==> src/rtl/ac_link_tx_pkg.sv <==
`timescale 1ns/1ps
package ac_link_tx_pkg;
  localparam int TB_VALID = 15;
  localparam int TB_CMD   = 14;
  localparam int TB_CDATA = 13;
  localparam int TB_LEFT  = 12;
  localparam int TB_RIGHT = 11;
  localparam int TB_DIG_A = 8;
  localparam int TB_DIG_B = 7;

  localparam int SL_CMD   = 1;
  localparam int SL_CDATA = 2;
  localparam int SL_LEFT  = 3;
  localparam int SL_RIGHT = 4;
  localparam int SL_DIG_A = 7;
  localparam int SL_DIG_B = 8;

  typedef struct packed {
    logic cmd;
    logic cmd_wr;
    logic left;
    logic right;
    logic dig_a;
    logic dig_b;
  } slot_flags_t;
endpackage

==> src/rtl/ac_link_tx_tag.sv <==
`timescale 1ns/1ps
module ac_link_tx_tag
  import ac_link_tx_pkg::*;
#(
  parameter int TAG_W = 16
) (
  input  slot_flags_t      flags_i,
  output logic [TAG_W-1:0] tag_o
);
  always_comb begin
    tag_o           = '0;
    tag_o[TB_CMD]   = flags_i.cmd;
    tag_o[TB_CDATA] = flags_i.cmd_wr;
    tag_o[TB_LEFT]  = flags_i.left;
    tag_o[TB_RIGHT] = flags_i.right;
    tag_o[TB_DIG_A] = flags_i.dig_a;
    tag_o[TB_DIG_B] = flags_i.dig_b;
    tag_o[TB_VALID] = |flags_i;
  end
endmodule

==> src/rtl/ac_link_tx_pack.sv <==
`timescale 1ns/1ps
module ac_link_tx_pack
  import ac_link_tx_pkg::*;
#(
  parameter int TAG_W   = 16,
  parameter int SLOT_W  = 20,
  parameter int N_SLOTS = 12,
  parameter int ADDR_W  = 7,
  parameter int CDATA_W = 16,
  localparam int FRAME_W = TAG_W + N_SLOTS * SLOT_W
) (
  input  slot_flags_t        flags_i,
  input  logic [TAG_W-1:0]   tag_i,
  input  logic               cmd_read_i,
  input  logic [ADDR_W-1:0]  cmd_addr_i,
  input  logic [CDATA_W-1:0] cmd_data_i,
  input  logic [SLOT_W-1:0]  pcm_l_i,
  input  logic [SLOT_W-1:0]  pcm_r_i,
  input  logic [SLOT_W-1:0]  dig_a_i,
  input  logic [SLOT_W-1:0]  dig_b_i,
  output logic [FRAME_W-1:0] frame_o
);
  localparam int ADDR_PAD  = SLOT_W - 1 - ADDR_W;
  localparam int CDATA_PAD = SLOT_W - CDATA_W;

  logic [SLOT_W-1:0] slot_w [1:N_SLOTS];

  assign frame_o[FRAME_W-1 -: TAG_W] = tag_i;

  for (genvar s = 1; s <= N_SLOTS; s++) begin : g_slot
    localparam int HI = FRAME_W - 1 - TAG_W - (s - 1) * SLOT_W;
    if (s == SL_CMD) begin : g_cmd
      assign slot_w[s] = flags_i.cmd ? {cmd_read_i, cmd_addr_i, {ADDR_PAD{1'b0}}} : '0;
    end else if (s == SL_CDATA) begin : g_cdata
      assign slot_w[s] = flags_i.cmd_wr ? {cmd_data_i, {CDATA_PAD{1'b0}}} : '0;
    end else if (s == SL_LEFT) begin : g_left
      assign slot_w[s] = flags_i.left ? pcm_l_i : '0;
    end else if (s == SL_RIGHT) begin : g_right
      assign slot_w[s] = flags_i.right ? pcm_r_i : '0;
    end else if (s == SL_DIG_A) begin : g_dig_a
      assign slot_w[s] = flags_i.dig_a ? dig_a_i : '0;
    end else if (s == SL_DIG_B) begin : g_dig_b
      assign slot_w[s] = flags_i.dig_b ? dig_b_i : '0;
    end else begin : g_zero
      assign slot_w[s] = '0;
    end
    assign frame_o[HI -: SLOT_W] = slot_w[s];
  end
endmodule

==> src/rtl/ac_link_tx_timing.sv <==
`timescale 1ns/1ps
module ac_link_tx_timing #(
  parameter int FRAME_W = 256,
  parameter int SYNC_W  = 16,
  localparam int CNT_W  = $clog2(FRAME_W)
) (
  input  logic clk_i,
  input  logic rst_ni,
  output logic load_o,
  output logic sync_o,
  output logic ready_o
);
  localparam logic [CNT_W-1:0] LAST = CNT_W'(FRAME_W - 1);

  logic [CNT_W-1:0] cnt_q, cnt_nxt;

  // position of the bit that sync_o currently marks; LAST after reset so the first edge opens a frame
  assign load_o  = (cnt_q == LAST);
  assign cnt_nxt = load_o ? '0 : cnt_q + 1'b1;

  always_ff @(posedge clk_i or negedge rst_ni) begin
    if (!rst_ni) begin
      cnt_q   <= LAST;
      sync_o  <= 1'b0;
      ready_o <= 1'b0;
    end else begin
      cnt_q   <= cnt_nxt;
      sync_o  <= (cnt_nxt < CNT_W'(SYNC_W));
      ready_o <= load_o;
    end
  end
endmodule

==> src/rtl/ac_link_tx_shift.sv <==
`timescale 1ns/1ps
module ac_link_tx_shift #(
  parameter int FRAME_W = 256
) (
  input  logic               clk_i,
  input  logic               rst_ni,
  input  logic               load_i,
  input  logic [FRAME_W-1:0] frame_i,
  output logic               sdata_o
);
  logic [FRAME_W-1:0] frame_q;

  // sdata lags the load by one edge: the tag MSB follows the sync rise by one clock
  always_ff @(posedge clk_i or negedge rst_ni) begin
    if (!rst_ni) begin
      frame_q <= '0;
      sdata_o <= 1'b0;
    end else begin
      sdata_o <= frame_q[FRAME_W-1];
      frame_q <= load_i ? frame_i : {frame_q[FRAME_W-2:0], 1'b0};
    end
  end
endmodule

==> src/rtl/ac_link_tx.sv <==
`timescale 1ns/1ps
module ac_link_tx
  import ac_link_tx_pkg::*;
#(
  parameter int TAG_W   = 16,
  parameter int SLOT_W  = 20,
  parameter int N_SLOTS = 12,
  parameter int ADDR_W  = 7,
  parameter int CDATA_W = 16
) (
  input  logic               clk_i,
  input  logic               rst_ni,
  input  logic               cmd_valid_i,
  input  logic               cmd_read_i,
  input  logic [ADDR_W-1:0]  cmd_addr_i,
  input  logic [CDATA_W-1:0] cmd_data_i,
  input  logic               pcm_l_valid_i,
  input  logic [SLOT_W-1:0]  pcm_l_i,
  input  logic               pcm_r_valid_i,
  input  logic [SLOT_W-1:0]  pcm_r_i,
  input  logic               dig_a_valid_i,
  input  logic [SLOT_W-1:0]  dig_a_i,
  input  logic               dig_b_valid_i,
  input  logic [SLOT_W-1:0]  dig_b_i,
  output logic               ready_o,
  output logic               sync_o,
  output logic               sdata_o
);
  localparam int FRAME_W = TAG_W + N_SLOTS * SLOT_W;

  slot_flags_t        flags;
  logic [TAG_W-1:0]   tag;
  logic [FRAME_W-1:0] frame;
  logic               load;

  assign flags.cmd    = cmd_valid_i;
  assign flags.cmd_wr = cmd_valid_i & ~cmd_read_i;
  assign flags.left   = pcm_l_valid_i;
  assign flags.right  = pcm_r_valid_i;
  assign flags.dig_a  = dig_a_valid_i;
  assign flags.dig_b  = dig_b_valid_i;

  ac_link_tx_tag #(.TAG_W(TAG_W)) u_tag (
    .flags_i (flags),
    .tag_o   (tag)
  );

  ac_link_tx_pack #(
    .TAG_W   (TAG_W),
    .SLOT_W  (SLOT_W),
    .N_SLOTS (N_SLOTS),
    .ADDR_W  (ADDR_W),
    .CDATA_W (CDATA_W)
  ) u_pack (
    .flags_i    (flags),
    .tag_i      (tag),
    .cmd_read_i (cmd_read_i),
    .cmd_addr_i (cmd_addr_i),
    .cmd_data_i (cmd_data_i),
    .pcm_l_i    (pcm_l_i),
    .pcm_r_i    (pcm_r_i),
    .dig_a_i    (dig_a_i),
    .dig_b_i    (dig_b_i),
    .frame_o    (frame)
  );

  ac_link_tx_timing #(.FRAME_W(FRAME_W), .SYNC_W(TAG_W)) u_timing (
    .clk_i   (clk_i),
    .rst_ni  (rst_ni),
    .load_o  (load),
    .sync_o  (sync_o),
    .ready_o (ready_o)
  );

  ac_link_tx_shift #(.FRAME_W(FRAME_W)) u_shift (
    .clk_i   (clk_i),
    .rst_ni  (rst_ni),
    .load_i  (load),
    .frame_i (frame),
    .sdata_o (sdata_o)
  );
endmodule

==> config.mk <==
export PLATFORM = sky130hd
export DESIGN_NAME = ac_link_tx
export DESIGN_NICKNAME = d
export VERILOG_FILES = /design/src/rtl/ac_link_tx_pkg.sv /design/src/rtl/ac_link_tx_tag.sv /design/src/rtl/ac_link_tx_pack.sv /design/src/rtl/ac_link_tx_timing.sv /design/src/rtl/ac_link_tx_shift.sv /design/src/rtl/ac_link_tx.sv
export SDC_FILE = /design/constraint.sdc
export NUM_CORES = 1
export LEC_CHECK = 0
export ABC_AREA = 1
export CAP_MARGIN = 20
export CORE_MARGIN = 2
export CORE_UTILIZATION = 57
export DETAILED_ROUTE_END_ITERATION = 10
export GPL_TIMING_DRIVEN = 1
export HOLD_SLACK_MARGIN = 0.06
export PLACE_DENSITY = 0.85
export SYNTH_ARGS = -nofsm -noshare
export SYNTH_HDL_FRONTEND = slang
export SYNTH_SLANG_ARGS = --single-unit
==> constraint.sdc <==
create_clock -name clk_i -period 4.7 [get_ports clk_i]
set_input_delay 1.175 -clock clk_i [delete_from_list [all_inputs] [get_ports clk_i]]
set_output_delay 1.175 -clock clk_i [all_outputs]
set_load 0.03 [all_outputs]
==> run summary <==
H-tree levels - 4
Largest net degree at the start of global routing - 134
CP Launch Type - flip-flop
Register bit total from synthesis - 187
TritonRoute pass-1 iters - 5
Remaining Overflow, GRT - 0
GR peak layer - met2
Worst R2R Start - u_timing.cnt_q[0]
Seq/Total Area, Yosys - 67.8%
Fin util - 73.6%
R2R setup slack - 2.22 ns
Ys async rst share - 100%
Mapped Cells - 733
Top delay family on crit path - buffers and inverters
Crit path to - ready_o
Hold Fails Final Rpt - 0
Bufs and invs on worst path - 1
Nets - 952
Antenna violations before repair - 0
CTS sink cnt - 187
Number of global-route vias before repair - 5127
DR WL/cell - 15.2 um
Final Max Slew Viols - 0
Peak VDD IR - 190 uV
Post-synth EDFFs - 0
Share of layout cells above drive strength 1 - 6.22%
Setup TNS - 0 ns
Final ANT Viol Nets - 0
First-pass GRT wire length - 24.3 mm
Worst setup path start - u_timing.ready_o
I/O pins - 114
Final wirelength - 15.2 mm
WHS - 0.354 ns
Final setup vio count - 0
Worst slew pin tran - 0.798 ns
Detailed-route via count - 5004
Clk Latency, worst-skew pair - 0.42 ns
CTS root buf - clkbuf_16
Met2 usage - 42.2%
Area growth syn-to-layout - 26.7%
Ant. Diodes - 0
Final min period - 2.62 ns
M3 GR Usage - 6.09%
Lkg Pwr - 0.00464 uW
Slew margin rel. - 46.8%
Clk slew on worst S/H paths - 0.07 ns
Residual DRC - 0
Worst path arrival time - 1.44 ns
R2R cell count - 8
CP max FO - 1
Die area - 13000 um2
Final GP Congestion - 0.765
RSZ-0062 raised after global routing - no
Net count after synthesis - 845
CP Cell Sequence - clkdlybuf4s50_1
Post-detail-place hpwl - 8.64 mm
Max_cap viols - 0
Avg Inst Size Synth - 9.43 um2
Vias/cell - 5.01
Required time of the critical path - 3.52 ns
Max Freq - 382 MHz
CTS max path bufs - 2
Initial DRC count - 453
Resize count post-CTS - 0
Final Cycle Share - 55.7%
Synth Warn # - 0
Worst hold-check path type - flip-flop to flip-flop
End of the worst register-to-register path - u_timing.sync_o
Crit path capture type - output pin
Post-Route Skew - 0.00906 ns
Hold_buf cts - 0
Core area - 11900 um2
Top FF cell, synth - dfrtp_1
Path length in cells of the critical path - 1
PwrDens - 372 nW/um2
Mapped cell area - 6910 um2
DP Cell Count - 964
Die Height - 114 um
Crit-path slowest cell - clkdlybuf4s50_1
Crit-path max cell delay - 0.67 ns
CTS buffer count - 17
Die width - 114 um
Crit Path Category - flip-flop to output pin
Met1 Use GR - 30.3%
I/O Buffers - 113
Status - complete, no violations
CTS tree - built
Starting Density - 58.0%
Post-CTS Setup Inserts - 0
Gr usage total - 24.6%
Synth unique cells - 21
Layout Cells excl Fill - 999
Num rows - 40
-- routing by layer --
metal / part of all wire [%] / vias to the layer above
met1: 39 / 2437
li1: - / 2347
met3: 5.9 / 35
met4: 2.7 / 0
met5: 0 / -
met2: 52 / 185
-- metrics by stage --
stage | worst slack [ns] | power [uW] | cell area [um2]
6_report | 2.08 | 3260 | 8760
5_1_grt | 2.05 | 3370 | 8760
4_1_cts | 1.92 | 3280 | 8700
3_5_place_dp | 1.80 | 1770 | 8070
3_3_place_gp | 1.85 | 1770 | 8070
2_1_floorplan | 2.91 | 1650 | 6910
-- registers in the layout, summed over array words and instances, names as in the netlist --
signal	cells
u_timing.sync_o	1
u_timing.cnt_q	8
u_shift.sdata_o	1
u_timing.ready_o	1
u_shift.frame_q	176
-- worst min path at each step --
| stage | from | to | slack, ns | depth (start not counted) |
|---|---|---|---|---|
| 2_1_floorplan | u_shift.frame_q[255] | u_shift.sdata_o | 0.33 | 0 |
| 3_3_place_gp | u_shift.frame_q[255] | u_shift.sdata_o | 0.33 | 0 |
| 3_5_place_dp | u_shift.frame_q[255] | u_shift.sdata_o | 0.34 | 0 |
| 4_1_cts | u_shift.frame_q[255] | u_shift.sdata_o | 0.36 | 0 |
| 5_1_grt | u_shift.frame_q[255] | u_shift.sdata_o | 0.37 | 0 |
| 6_report | u_shift.frame_q[255] | u_shift.sdata_o | 0.35 | 0 |
-- area by class of cell --
class | instances | area, um2
tap | 147 | 184
inverter | 84 | 315
clock buffer | 18 | 439
sequential | 187 | 4690
clock inverter | 13 | 189
multi-input combinational | 431 | 1720
fill | 722 | 3150
timing repair buffer | 119 | 1220
-- where the power goes --
part / switching [uW] / internal (uW) / total, uW / leakage, uW
combinational: 52.1 / 84.5 / 137 / 0.00219
sequential: 0.236 / 1610 / 1610 / 0.00215
clock: 608 / 907 / 1520 / 0.000304
total: 660 / 2600 / 3260 / 0.00464
-- cell usage in the layout (no fill, tap or decap), types with 8 or more instances in the layout --
master           instances
nand2_1                315
dfrtp_1                179
inv_1                   82
clkdlybuf4s50_1        112
dfstp_2                  8
nand3_1                 22
nor2_1                  77
clkbuf_16               17
-- synthesized netlist by cell type (all sizes together), types with 2 or more instances --
cell type	n	share of area (%)
o21ai	5	0.36
dfrtp	179	65
buf	30	2.8
nor2	81	4.8
nand3	22	1.6
o21bai	2	0.22
inv	83	4.5
dfstp	8	3.0
nand2	317	17
-- logic make-up (layout without fill, tap and decap cells) --
logic type      after synthesis  in the layout  share of synthesized area, %
xor+xnor                      2              2                         0.253
fa+ha+maj                     1              1                         0.181
compound gates                7              7                         0.579
buf+inv                     115            234                          7.38
simple gates                421            421                          23.8
flops                       187            187                          67.8
No activity file was read; power rests on OpenSTA's default activity.
